<file path="config.mk">
export PLATFORM = sky130hd
export DESIGN_NAME = periodic_trig_veto
export DESIGN_NICKNAME = d
export VERILOG_FILES = /design/src/rtl/ftv_pkg.sv /design/src/rtl/ftv_interval.sv /design/src/rtl/ftv_match.sv /design/src/rtl/ftv_deadtime.sv /design/src/rtl/periodic_trig_veto.sv
export SDC_FILE = /design/constraint.sdc
export NUM_CORES = 1
export LEC_CHECK = 0
export BUFFER_PORTS_ARGS = -buffer_cell sky130_fd_sc_hd__buf_2
export CORE_MARGIN = 2
export CORE_UTILIZATION = 53
export CTS_CLUSTER_SIZE = 16
export DETAILED_ROUTE_END_ITERATION = 10
export PLACE_DENSITY = 0.78
export SYNTH_ARGS = -nofsm -noshare
export SYNTH_HDL_FRONTEND = slang
export SYNTH_SLANG_ARGS = --single-unit
export TNS_END_PERCENT = 100
</file>
<file path="constraint.sdc">
create_clock -name clk_i -period 4.48 [get_ports clk_i]
set_input_delay 0.448 -clock clk_i [delete_from_list [all_inputs] [get_ports clk_i]]
set_output_delay 0.448 -clock clk_i [all_outputs]
set_load 0.1 [all_outputs]
</file>
<file path="src/rtl/ftv_pkg.sv">
package ftv_pkg;
    typedef enum logic {
        MODE_RUN  = 1'b0,
        MODE_SOLO = 1'b1
    } mode_e;
endpackage

</file>
<file path="src/rtl/ftv_interval.sv">
module ftv_interval #(
    parameter int PER_W = 16
) (
    input  logic             clk_i,
    input  logic             rst_ni,
    input  logic             trig_i,
    output logic [PER_W-1:0] period_o,
    output logic             seen_o
);
    localparam logic [PER_W-1:0] PER_SAT = '1;

    typedef struct packed {
        logic [PER_W-1:0] elapsed;
        logic             seen;
    } st_t;

    st_t st_d, st_q;

    always_comb begin
        st_d = st_q;
        if (trig_i) begin
            st_d.elapsed = PER_W'(1);
            st_d.seen    = 1'b1;
        end else if (st_q.elapsed != PER_SAT) begin
            st_d.elapsed = st_q.elapsed + PER_W'(1);
        end
    end

    always_ff @(posedge clk_i) begin
        if (!rst_ni) st_q <= '0;
        else         st_q <= st_d;
    end

    assign period_o = st_q.elapsed;
    assign seen_o   = st_q.seen;
endmodule

</file>
<file path="src/rtl/ftv_match.sv">
module ftv_match #(
    parameter int PER_W = 16,
    parameter int CNT_W = 8
) (
    input  logic             clk_i,
    input  logic             rst_ni,
    input  logic             trig_i,
    input  logic             seen_i,
    input  logic [PER_W-1:0] period_i,
    input  logic [PER_W-1:0] per_min_i,
    input  logic [PER_W-1:0] per_max_i,
    input  logic [PER_W-1:0] tol_i,
    input  logic [CNT_W-1:0] thr_i,
    output logic             veto_o
);
    localparam logic [PER_W-1:0] PER_SAT = '1;
    localparam logic [CNT_W-1:0] CNT_SAT = '1;

    typedef struct packed {
        logic [PER_W-1:0] prev;
        logic             prev_ok;
        logic [CNT_W-1:0] count;
        logic             veto;
    } st_t;

    st_t st_d, st_q;

    logic             in_band;
    logic [PER_W-1:0] diff;
    logic             close;
    logic [CNT_W-1:0] bump;

    always_comb begin
        in_band = (period_i >= per_min_i) && (period_i <= per_max_i) && (period_i != PER_SAT);
        diff    = (period_i >= st_q.prev) ? (period_i - st_q.prev) : (st_q.prev - period_i);
        close   = st_q.prev_ok && (diff <= tol_i);
        bump    = (st_q.count == CNT_SAT) ? st_q.count : st_q.count + CNT_W'(1);

        st_d = st_q;
        if (trig_i && seen_i) begin
            if (!in_band) begin
                st_d.count   = '0;
                st_d.prev_ok = 1'b0;
                st_d.veto    = 1'b0;
            end else begin
                st_d.prev    = period_i;
                st_d.prev_ok = 1'b1;
                if (close) begin
                    st_d.count = bump;
                    if (bump >= thr_i) st_d.veto = 1'b1;
                end else begin
                    st_d.count = '0;
                    st_d.veto  = 1'b0;
                end
            end
        end else if (!trig_i && (period_i > per_max_i)) begin
            // quiet for longer than the band: the train has ended
            st_d.count   = '0;
            st_d.prev_ok = 1'b0;
            st_d.veto    = 1'b0;
        end
    end

    always_ff @(posedge clk_i) begin
        if (!rst_ni) st_q <= '0;
        else         st_q <= st_d;
    end

    assign veto_o = st_q.veto;
endmodule

</file>
<file path="src/rtl/ftv_deadtime.sv">
module ftv_deadtime #(
    parameter int DT_W = 32
) (
    input  logic            clk_i,
    input  logic            rst_ni,
    input  logic            active_i,
    output logic [DT_W-1:0] count_o
);
    localparam logic [DT_W-1:0] DT_SAT = '1;

    typedef struct packed {
        logic [DT_W-1:0] cnt;
    } st_t;

    st_t st_d, st_q;

    always_comb begin
        st_d = st_q;
        if (active_i && (st_q.cnt != DT_SAT)) st_d.cnt = st_q.cnt + DT_W'(1);
    end

    always_ff @(posedge clk_i) begin
        if (!rst_ni) st_q <= '0;
        else         st_q <= st_d;
    end

    assign count_o = st_q.cnt;
endmodule

</file>
<file path="src/rtl/periodic_trig_veto.sv">
module periodic_trig_veto #(
    parameter int PER_W = 16,
    parameter int CNT_W = 8,
    parameter int DT_W  = 32
) (
    input  logic             clk_i,
    input  logic             rst_ni,
    input  logic             trig_i,
    input  logic             standalone_i,
    input  logic [PER_W-1:0] per_min_i,
    input  logic [PER_W-1:0] per_max_i,
    input  logic [PER_W-1:0] tol_i,
    input  logic [CNT_W-1:0] match_thr_i,
    output logic             busy_o,
    output logic             trig_o,
    output logic [DT_W-1:0]  dead_cnt_o
);
    import ftv_pkg::*;

    mode_e            mode;
    logic [PER_W-1:0] period_w;
    logic             seen_w;
    logic             veto_w;

    assign mode = mode_e'(standalone_i);

    ftv_interval #(.PER_W(PER_W)) u_interval (
        .clk_i    (clk_i),
        .rst_ni   (rst_ni),
        .trig_i   (trig_i),
        .period_o (period_w),
        .seen_o   (seen_w)
    );

    ftv_match #(.PER_W(PER_W), .CNT_W(CNT_W)) u_match (
        .clk_i     (clk_i),
        .rst_ni    (rst_ni),
        .trig_i    (trig_i),
        .seen_i    (seen_w),
        .period_i  (period_w),
        .per_min_i (per_min_i),
        .per_max_i (per_max_i),
        .tol_i     (tol_i),
        .thr_i     (match_thr_i),
        .veto_o    (veto_w)
    );

    ftv_deadtime #(.DT_W(DT_W)) u_dead (
        .clk_i    (clk_i),
        .rst_ni   (rst_ni),
        .active_i (veto_w),
        .count_o  (dead_cnt_o)
    );

    assign busy_o = veto_w && (mode == MODE_RUN);
    assign trig_o = trig_i && !(veto_w && (mode == MODE_SOLO));
endmodule

</file>
==> results of run 1 <==
[flip-flops by register name (all words and copies together) (netlist names)]
name and cells:
u_interval.period_o 16, u_match.veto_o 1, u_dead.count_o 32, u_match.st_q 25, u_interval.seen_o 1
[cell families (layout without fill, tap and decap cells)]
group / after synthesis / in the layout
XOR/XNOR: 57 / 57
flip-flops: 75 / 75
multiplexers: 23 / 23
AO/OA/AOI/OAI: 148 / 148
adder cells (fa/ha/maj): 92 / 92
AND/OR/NAND/NOR: 256 / 256
buffers and inverters: 119 / 230
[per-stage QoR]
| stage | worst slack, ns | std cells | area (um^2) | TNS [ns] |
|---|---|---|---|---|
| final | 0.215 | 1024 | 7370 | 0 |
| after global routing | 0.0191 | 1024 | 7370 | 0 |
| after CTS | 0.00896 | 1020 | 7250 | 0 |
| after detailed placement | -0.129 | 1004 | 6890 | -0.964 |
| after global placement | 0.0197 | 1004 | 6890 | 0 |
| after floorplan | 0.165 | 770 | 6180 | 0 |
[where the power goes]
group	leakage (uW)	total [uW]	internal (uW)	switching [uW]
sequential	0.000606	671	669	2.00
clock	0.000157	810	509	301
combinational	0.00283	159	71.4	87.3
total	0.00359	1640	1250	391
[final timing paths]
path	startpoint	end	slack (ns)	depth (start not counted)
hold reg to reg	u_match.st_q[25]$_SDFFE_PN0P_	u_match.st_q[25]$_SDFFE_PN0P_	0.51	2
hold / removal	rst_ni	u_dead.count_o[28]$_SDFFE_PN0P_	0.40	2
setup / recovery	u_interval.period_o[2]$_SDFFE_PP0P_	u_match.st_q[1]$_SDFFE_PN0P_	0.21	16
setup reg to reg	u_interval.period_o[2]$_SDFFE_PP0P_	u_match.st_q[1]$_SDFFE_PN0P_	0.21	16
[cell usage after synthesis, drive strengths merged, types with 13 or more instances]
| library cell | count |
|---|---|
| a21o | 14 |
| xnor2 | 32 |
| nor2 | 80 |
| inv | 96 |
| a21oi | 49 |
| clkbuf | 18 |
| nand2 | 37 |
| dfxtp | 75 |
| and3 | 13 |
| ha | 90 |
| nand3 | 41 |
| xor2 | 25 |
| o21ai | 17 |
| mux2i | 21 |
| nand4 | 24 |
[per-layer routing]
metal  vias up  routed length (um)  track usage, %
met5         -                   0               0
met4         0                 181            7.15
met3        12                 795            2.61
met2       161                6760            38.3
met1      2652                7290            34.0
li1       2911                   -               -
[final cells by class]
| class | count | area [um^2] |
|---|---|---|
| Multi-Input combinational cell | 576 | 4330 |
| Clock inverter | 6 | 95.1 |
| Inverter | 97 | 364 |
| Tap cell | 143 | 179 |
| Timing Repair Buffer | 117 | 658 |
| Fill cell | 1010 | 4050 |
| Sequential cell | 75 | 1510 |
| Clock buffer | 10 | 239 |
[what timing repair did]
item | 4_1_cts | 5_1_grt
buffers inserted | 0 | 4
pin swaps | 0 | 11
resized for setup | 4 | 20
hold buffers | 0 | 0
endpoints found under the setup margin | 8 | 9
==> impl_metrics.yaml, run 1 <==
synthesis:
  synth_adder_area_share_pct: 18.9
  synth_top_area_share_pct: 24.3
  synth_edf_count: 0
  yosys-top-cells-area: "dfxtp_1, ha_1, inv_1, nor2_1, xnor2_1"
  syn_inst: 770
  synthXorXnorAreaFrac_pct: 8.08
  synth_top_flop_cell: "dfxtp_1"
  synthesis.nets: 922
  syn_area_um2: 6180
  synth-compound-area-share_pct: 16.7
  synth-seq-area-share_pct: 24.3
  synth_top_family_by_area: "simple AND/OR/NAND/NOR gates"
  avgSynthCellArea_um2: 8.03
  muxShareOfSynthArea_pct: 3.77
  synth-simple-area-share_pct: 20.9
  yosysWarnings: 0
  synth_cell_type_count: 62
  yosysTopAreaCell: "dfxtp_1"
  synthArstFlopShare_pct: 0
  synth-seq-cells: 75
global_route:
  grt_usage_pct: 23.9
  grt_max_degree: 29
  antenna_found_initial: 0
  gr-total-overflow: 0
  grt_pass1_wl_um: 25000
  grt_pass1_vias: 5261
cts:
  cts_buffer_depth: 2
  htreeDepth: 3
  cts_tree: "yes"
  clockRootBuffer: "clkbuf_16"
  clk_pin_slew_worst_paths_ns: 0.07
  cts_buffers: 9
  clkLatencyLatePin_ns: 0.34
  clock_sinks: 75
cells_and_area:
  num-nets-final: 1028
  layout_commonest_cell: "inv_1"
  n_antenna_cell: 0
  areaGrowthSynthToFinish_pct: 19.3
  final_cell_mix: "inv_1, buf_2, ha_1, nor2_1, dfxtp_1"
  final_util_pct: 64.6
  drive_gt1_share_pct: 18.6
sta:
  fin_skew_ns: 0.00914
  rsz0062_at_grt: "false"
  drv_slew: 0
  setup_viol: 0
  fmax_ghz: 0.234
  tightest_slew_ns: 1.08
  min_period_ns: 4.27
  hold_viol: 0
  timing.hold.ws_ns: 0.405
  period_share_pct: 95.2
  slew_headroom_pct: 28.2
floorplanning:
  placementRows: 39
  core_um2: 11400
  start_util_pct: 54.1
  die_h_um: 112
  fp.dieW_um: 112
  io_pins: 94
  die_area_um2: 12500
placement:
  dp_hpwl_um: 11500
  io_buffers: 93
  routabilityCongestion: 0.927
worst_setup_path:
  start_kind: "flip-flop"
  slowest_stage: "or4bb_1"
  path_buf_inv: 1
  cp_top_family: "compound AO/OA/AOI/OAI gates"
  end_kind: "flip-flop"
  arrival_ns: 4.53
  crit_fanout: 7
  crit_type: "flip-flop to flip-flop"
  path_common_cell: "a21oi_1"
  cp_data_required_time_ns: 4.74
  path_cells: "inv_1, ha_2, a21o_1, a21oi_4, a2111oi_4, o31a_1, mux2i_2, a21oi_1, xnor2_1, ha_1, a21oi_1, nand2_1, a211oi_1, o221a_4, or4bb_1, o211ai_1"
  cp_slowest_stage_delay_ns: 0.48
detailed_routing:
  drt_wl_total_um: 15000
  drc: 0
  drt_iter0_markers: 323
  dr.pass1.iters: 5
  avgRoutedWirePerCell_um: 14.7
  antenna_left: 0
  vias_per_cell: 5.60
  vias: 5736
status:
  status: "finished clean"
hold_path:
  min_path_type: "input pin to flip-flop"
job:
  cap_violations: 0
power_and_ir_drop:
  power_density_nw_per_um2: 222
  ir_drop_mv: 0.156
  total_power_uw: 1640
  p_leak_uw: 0.00359
Power figures use the tool's default switching activity.
==> run 2: changes to the inputs <==
Settings changed: CORE_UTILIZATION 53 to 45, PLACE_DENSITY 0.78 to 0.68.
==> run 2 against run 1 <==
  * Die area increased by 17%
  * Critical path type unchanged
  * First-iteration DRC count decreased by 20%
  * Combinational power about the same
  * Via count down 0.92%
==> impl_metrics.yaml, run 2 (synthesis results as in run 1) <==
hold_path:
  min_path_type: "input pin to flip-flop"
  min_from: "rst_ni"
  holdPathStages: 2
  hold-path-endpoint: "u_dead.count_o[15]$_SDFFE_PN0P_"
global_route:
  grt_pass1_wl_um: 26000
  antenna_found_initial: 0
  grt_max_degree: 53
  grt_pass1_vias: 5452
  gr-total-overflow: 0
  grt_usage_pct: 21.6
worst_setup_path:
  crit_type: "flip-flop to flip-flop"
  cp_top_family: "compound AO/OA/AOI/OAI gates"
  cp_data_required_time_ns: 4.74
  path_buf_inv: 1
  slowest_stage: "or4bb_1"
  reg2reg_from: "u_match.st_q[10]$_SDFFE_PN0P_"
  crit_fanout: 5
  r2r-end: "u_match.st_q[1]$_SDFFE_PN0P_"
  path_cells: "ha_2, inv_1, fa_1, a21o_1, a21oi_4, a2111oi_4, o31a_4, mux2i_1, a21oi_1, xnor2_1, ha_1, nand4_1, nor4_2, or3_1, o221a_4, or4bb_1, o211ai_1"
  end_kind: "flip-flop"
  arrival_ns: 4.58
  start_kind: "flip-flop"
  reg2reg_slack_ns: 0.16
  reg2regPathDepth: 17
  cp_slowest_stage_delay_ns: 0.48
cells_and_area:
  num-nets-final: 1034
  final_util_pct: 56.0
  drive_gt1_share_pct: 19.1
  n_antenna_cell: 0
  largest_reg_flops: 32
  final_cell_mix: "inv_1, buf_2, ha_1, nor2_1, dfxtp_1"
  layout_commonest_cell: "inv_1"
  areaGrowthSynthToFinish_pct: 21.0
job:
  cap_violations: 0
floorplanning:
  die_area_um2: 14700
  core_um2: 13300
  placementRows: 42
  die_h_um: 121
  io_pins: 94
  fp.dieW_um: 121
  start_util_pct: 46.3
sta:
  fin_skew_ns: 0.00813
  drv_slew: 0
  slew_headroom_pct: 43.3
  setup_viol: 0
  period_share_pct: 96.5
  fmax_ghz: 0.231
  min_period_ns: 4.32
  tightest_slew_ns: 0.849
  hold_viol: 0
detailed_routing:
  avgRoutedWirePerCell_um: 14.6
  drt_wl_total_um: 15600
  vias: 5683
  drt_iter0_markers: 258
  dr.pass1.iters: 4
  antenna_left: 0
  vias_per_cell: 5.35
  drc: 0
placement:
  routabilityCongestion: 0.946
  dp_hpwl_um: 12000
  io_buffers: 93
power_and_ir_drop:
  total_power_uw: 1680
  p_leak_uw: 0.00365
  power_density_nw_per_um2: 225
  ir_drop_mv: 0.163
cts:
  hold_buffers: 0
  clock_sinks: 75
  htreeDepth: 3
  clk_pin_slew_worst_paths_ns: 0.06
  clockRootBuffer: "clkbuf_16"
  cts_buffers: 9
  cts_tree: "yes"
  cts_buffer_depth: 2
  clkLatencyLatePin_ns: 0.34
status:
  status: "finished clean"
==> run 2: changes by cell type in the layout (fill, tap and decap cells not counted), sizes merged <==
cell      previous run  this run
clkinvlp             2         0
buf                117       123
clkbuf              10        11
bufinv               2         3
==> run 2: layer usage <==
metal / routed length, um / vias to the layer above / global-route usage [%]
li1: - / 2917 / -
met1: 7590 / 2593 / 29.9
met2: 6940 / 151 / 34.5
met3: 767 / 22 / 3.38
met4: 270 / 0 / 6.47
met5: 0 / - / 0
==> run 2: layout make-up <==
class                   count  area, um^2
flip-flops and latches     75        1510
clock inverters             5         108
multi-input cells         576        4340
repair buffers            123         694
well taps                 176         220
fillers                  1282        5870
clock buffers              11         243
inverters                  97         364
==> run 2: how the worst max path moves through the flow <==
stage / end / slack, ns / cells after the start / startpoint
after floorplan: u_match.st_q[1]$_SDFFE_PN0P_ / 0.17 / 18 / u_interval.period_o[0]$_SDFFE_PN0P_
after global placement: u_match.st_q[2]$_SDFFE_PN0P_ / 0.02 / 17 / u_interval.period_o[0]$_SDFFE_PN0P_
after detailed placement: u_match.st_q[5]$_SDFFE_PN0P_ / -0.11 / 17 / u_interval.period_o[0]$_SDFFE_PN0P_
after CTS: u_match.st_q[1]$_SDFFE_PN0P_ / 0.02 / 17 / u_interval.period_o[0]$_SDFFE_PN0P_
after global routing: u_match.st_q[1]$_SDFFE_PN0P_ / -0.06 / 18 / u_interval.period_o[0]$_SDFFE_PN0P_
final: u_match.st_q[1]$_SDFFE_PN0P_ / 0.16 / 17 / u_match.st_q[10]$_SDFFE_PN0P_
==> run 2: power by group <==
group / leakage (uW) / internal (uW) / switching, uW
clock: 0.000171 / 563 / 286
combinational: 0.00287 / 72.3 / 87.2
sequential: 0.000606 / 669 / 2.11
total: 0.00365 / 1300 / 376
==> run 2: through the flow <==
step	cells	hold WS (ns)	setup WS [ns]	TNS, ns	cell area [um^2]
global placement	1040	0.483	0.0220	0	6940
floorplan	770	0.464	0.165	0	6180
CTS	1056	0.401	0.0228	0	7300
finish	1063	0.406	0.159	0	7480
detailed placement	1040	0.484	-0.107	-0.722	6940
global route	1063	0.418	-0.0647	-0.307	7480
==> run 2: timing repair <==
action	CTS	global route
pin swaps	0	13
buffers inserted	0	7
gates resized for setup	2	25
setup endpoints to repair	8	9
==> run 3: changes to the inputs <==
Settings changed: ABC_CLOCK_PERIOD_IN_PS from default to 4480, GPL_ROUTABILITY_DRIVEN from default to 1, PLACE_DENSITY 0.68 to 0.78.
==> run 3 against run 2 <==
  * Worst hold slack improved by 0.010 ns
  * Total power fell by 6.3%
  * Global-route usage fell by 0.91 points
  * Worst setup slack better by 0.0040 ns
  * First-iteration DRC count grew 50%
  * Combinational power hardly changed
  * Wire length decreased by 3.9%
  * Core utilization decreased by 1.1 points
  * Final cell count down 0.94%
  * Clock skew increased by 0.0024 ns
  * Die area did not move
  * Clock power down 12%
==> impl_metrics.yaml, run 3 (synthesis results as in run 1) <==
detailed_routing:
  drt_wl_total_um: 15000
  vias_per_cell: 5.33
  dr.pass1.iters: 4
  vias: 5608
  drc: 0
  drt_iter0_markers: 386
  antenna_left: 0
  avgRoutedWirePerCell_um: 14.2
power_and_ir_drop:
  power_density_nw_per_um2: 215
  ir_drop_mv: 0.228
  p_leak_uw: 0.00356
  sequentialPowerShare_pct: 42.6
  internal_power_uw: 1190
  p_clk_share_pct: 47.3
  switching_power_uw: 384
  switching_share_pct: 24.4
  pwr-share-comb_pct: 10.1
placement:
  routabilityCongestion: 0.945
  dp.cells: 1035
  dp_hpwl_um: 11700
  io_buffers: 93
  post_dp_cell_area_um2: 6910
cells_and_area:
  final_cell_mix: "inv_1, buf_2, ha_1, nor2_1, dfxtp_1"
  n_antenna_cell: 0
  fillers: 1274
  final_util_pct: 54.9
  stdcell_count: 1053
  largest_reg_flops: 32
  drive_gt1_share_pct: 17.7
  design_area_um2: 7330
  layout_commonest_cell: "inv_1"
  areaGrowthSynthToFinish_pct: 18.6
  num-nets-final: 1024
global_route:
  gr-total-overflow: 0
  grt_usage_pct: 20.7
  grt_pass1_vias: 5373
  grt_max_degree: 43
  grt_pass1_wl_um: 25100
  antenna_found_initial: 0
sta:
  setup_viol: 0
  period_share_pct: 96.4
  hold_viol: 0
  min_period_ns: 4.32
  slew_headroom_pct: 28.1
  fmax_ghz: 0.232
  drv_slew: 0
  fin_skew_ns: 0.0105
  tightest_slew_ns: 1.08
worst_setup_path:
  arrival_ns: 4.58
  crit_type: "flip-flop to flip-flop"
  reg2regPathDepth: 18
  cp_top_family: "compound AO/OA/AOI/OAI gates"
  crit_fanout: 6
  reg2reg_slack_ns: 0.16
  crit_end: "u_match.st_q[1]$_SDFFE_PN0P_"
  cp_num_cells: 18
  critPathLaunch: "u_interval.period_o[0]$_SDFFE_PN0P_"
  cp_data_required_time_ns: 4.75
  path_buf_inv: 3
  r2r-end: "u_match.st_q[1]$_SDFFE_PN0P_"
  cp_slowest_stage_delay_ns: 0.48
  start_kind: "flip-flop"
  reg2reg_from: "u_interval.period_o[0]$_SDFFE_PN0P_"
  end_kind: "flip-flop"
  slowest_stage: "or4bb_1"
  path_cells: "inv_1, ha_1, inv_1, fa_1, a21o_1, a21oi_4, a2111oi_4, o31a_1, buf_4, o41a_1, xnor2_1, ha_1, a21oi_1, a21oi_1, a211oi_1, o221a_4, or4bb_1, o211ai_1"
floorplanning:
  start_util_pct: 46.3
  die_h_um: 121
  io_pins: 94
  placementRows: 42
  fp.dieW_um: 121
  core_um2: 13300
  die_area_um2: 14700
cts:
  clk_pin_slew_worst_paths_ns: 0.06
  cts_tree: "yes"
  hold_buffers: 0
  clkLatencyLatePin_ns: 0.34
  cts_buffer_depth: 2
  cts_buffers: 9
  htreeDepth: 3
  clockRootBuffer: "clkbuf_16"
  clock_sinks: 75
hold_path:
  min_path_type: "input pin to flip-flop"
  holdPathStages: 2
status:
  status: "finished clean"
job:
  cap_violations: 0
## run 3: changes by cell type in the layout (fill, tap and decap cells not counted), sizes merged
cell	change
buf	-10
bufinv	-2
clkbuf	-1
clkinv	+1
clkinvlp	+2
## run 3: power groups by stage
stage	Clock, uW	Sequential [uW]	Combinational, uW
after floorplan	0	686	96.6
after global placement	0	686	153
after detailed placement	0	686	155
after CTS	753	671	156
after global routing	778	671	179
final	746	671	159
## run 3: worst min path at each step
stage	to	from	slack [ns]
after global placement	u_match.st_q[25]$_SDFFE_PN0P_	u_match.st_q[25]$_SDFFE_PN0P_	0.48
after detailed placement	u_match.st_q[25]$_SDFFE_PN0P_	u_match.st_q[25]$_SDFFE_PN0P_	0.49
after floorplan	u_match.st_q[25]$_SDFFE_PN0P_	u_match.st_q[25]$_SDFFE_PN0P_	0.46
after CTS	u_dead.count_o[9]$_SDFFE_PN0P_	rst_ni	0.43
after global routing	u_dead.count_o[9]$_SDFFE_PN0P_	rst_ni	0.42
final	u_dead.count_o[28]$_SDFFE_PN0P_	rst_ni	0.42
## run 3: cell type report
class                   instances  area, um^2  area share (%)
multi-input cells             576        4310            58.9
flip-flops and latches         75        1500            20.5
repair buffers                113         616            8.40
clock buffers                  10         239            3.26
inverters                      97         364            4.97
clock inverters                 6        71.3           0.973
well taps                     176         220            3.00
## run 3: timing repair
| action | 4_1_cts | 5_1_grt |
|---|---|---|
| gates resized for setup | 0 | 17 |
| setup buffers | 0 | 2 |
| endpoints found under the setup margin | 0 | 9 |
## run 3: metal layers
| layer | GRT usage [%] | routed length, um | up-vias |
|---|---|---|---|
| li1 | - | - | 2908 |
| met1 | 29.3 | 7410 | 2545 |
| met3 | 3.10 | 767 | 11 |
| met4 | 4.96 | 127 | 0 |
| met5 | 0 | 0 | - |
| met2 | 32.9 | 6660 | 144 |
## run 3: stage by stage
step                      power [uW]  hold slack (ns)  worst slack, ns  setup TNS [ns]
final                           1580            0.416            0.163               0
after CTS                       1580            0.430          0.00533               0
after floorplan                  783            0.464            0.165               0
after global routing            1630            0.423          -0.0476         -0.0476
after detailed placement         840            0.488         -0.00281        -0.00281
after global placement           839            0.476           0.0730               0
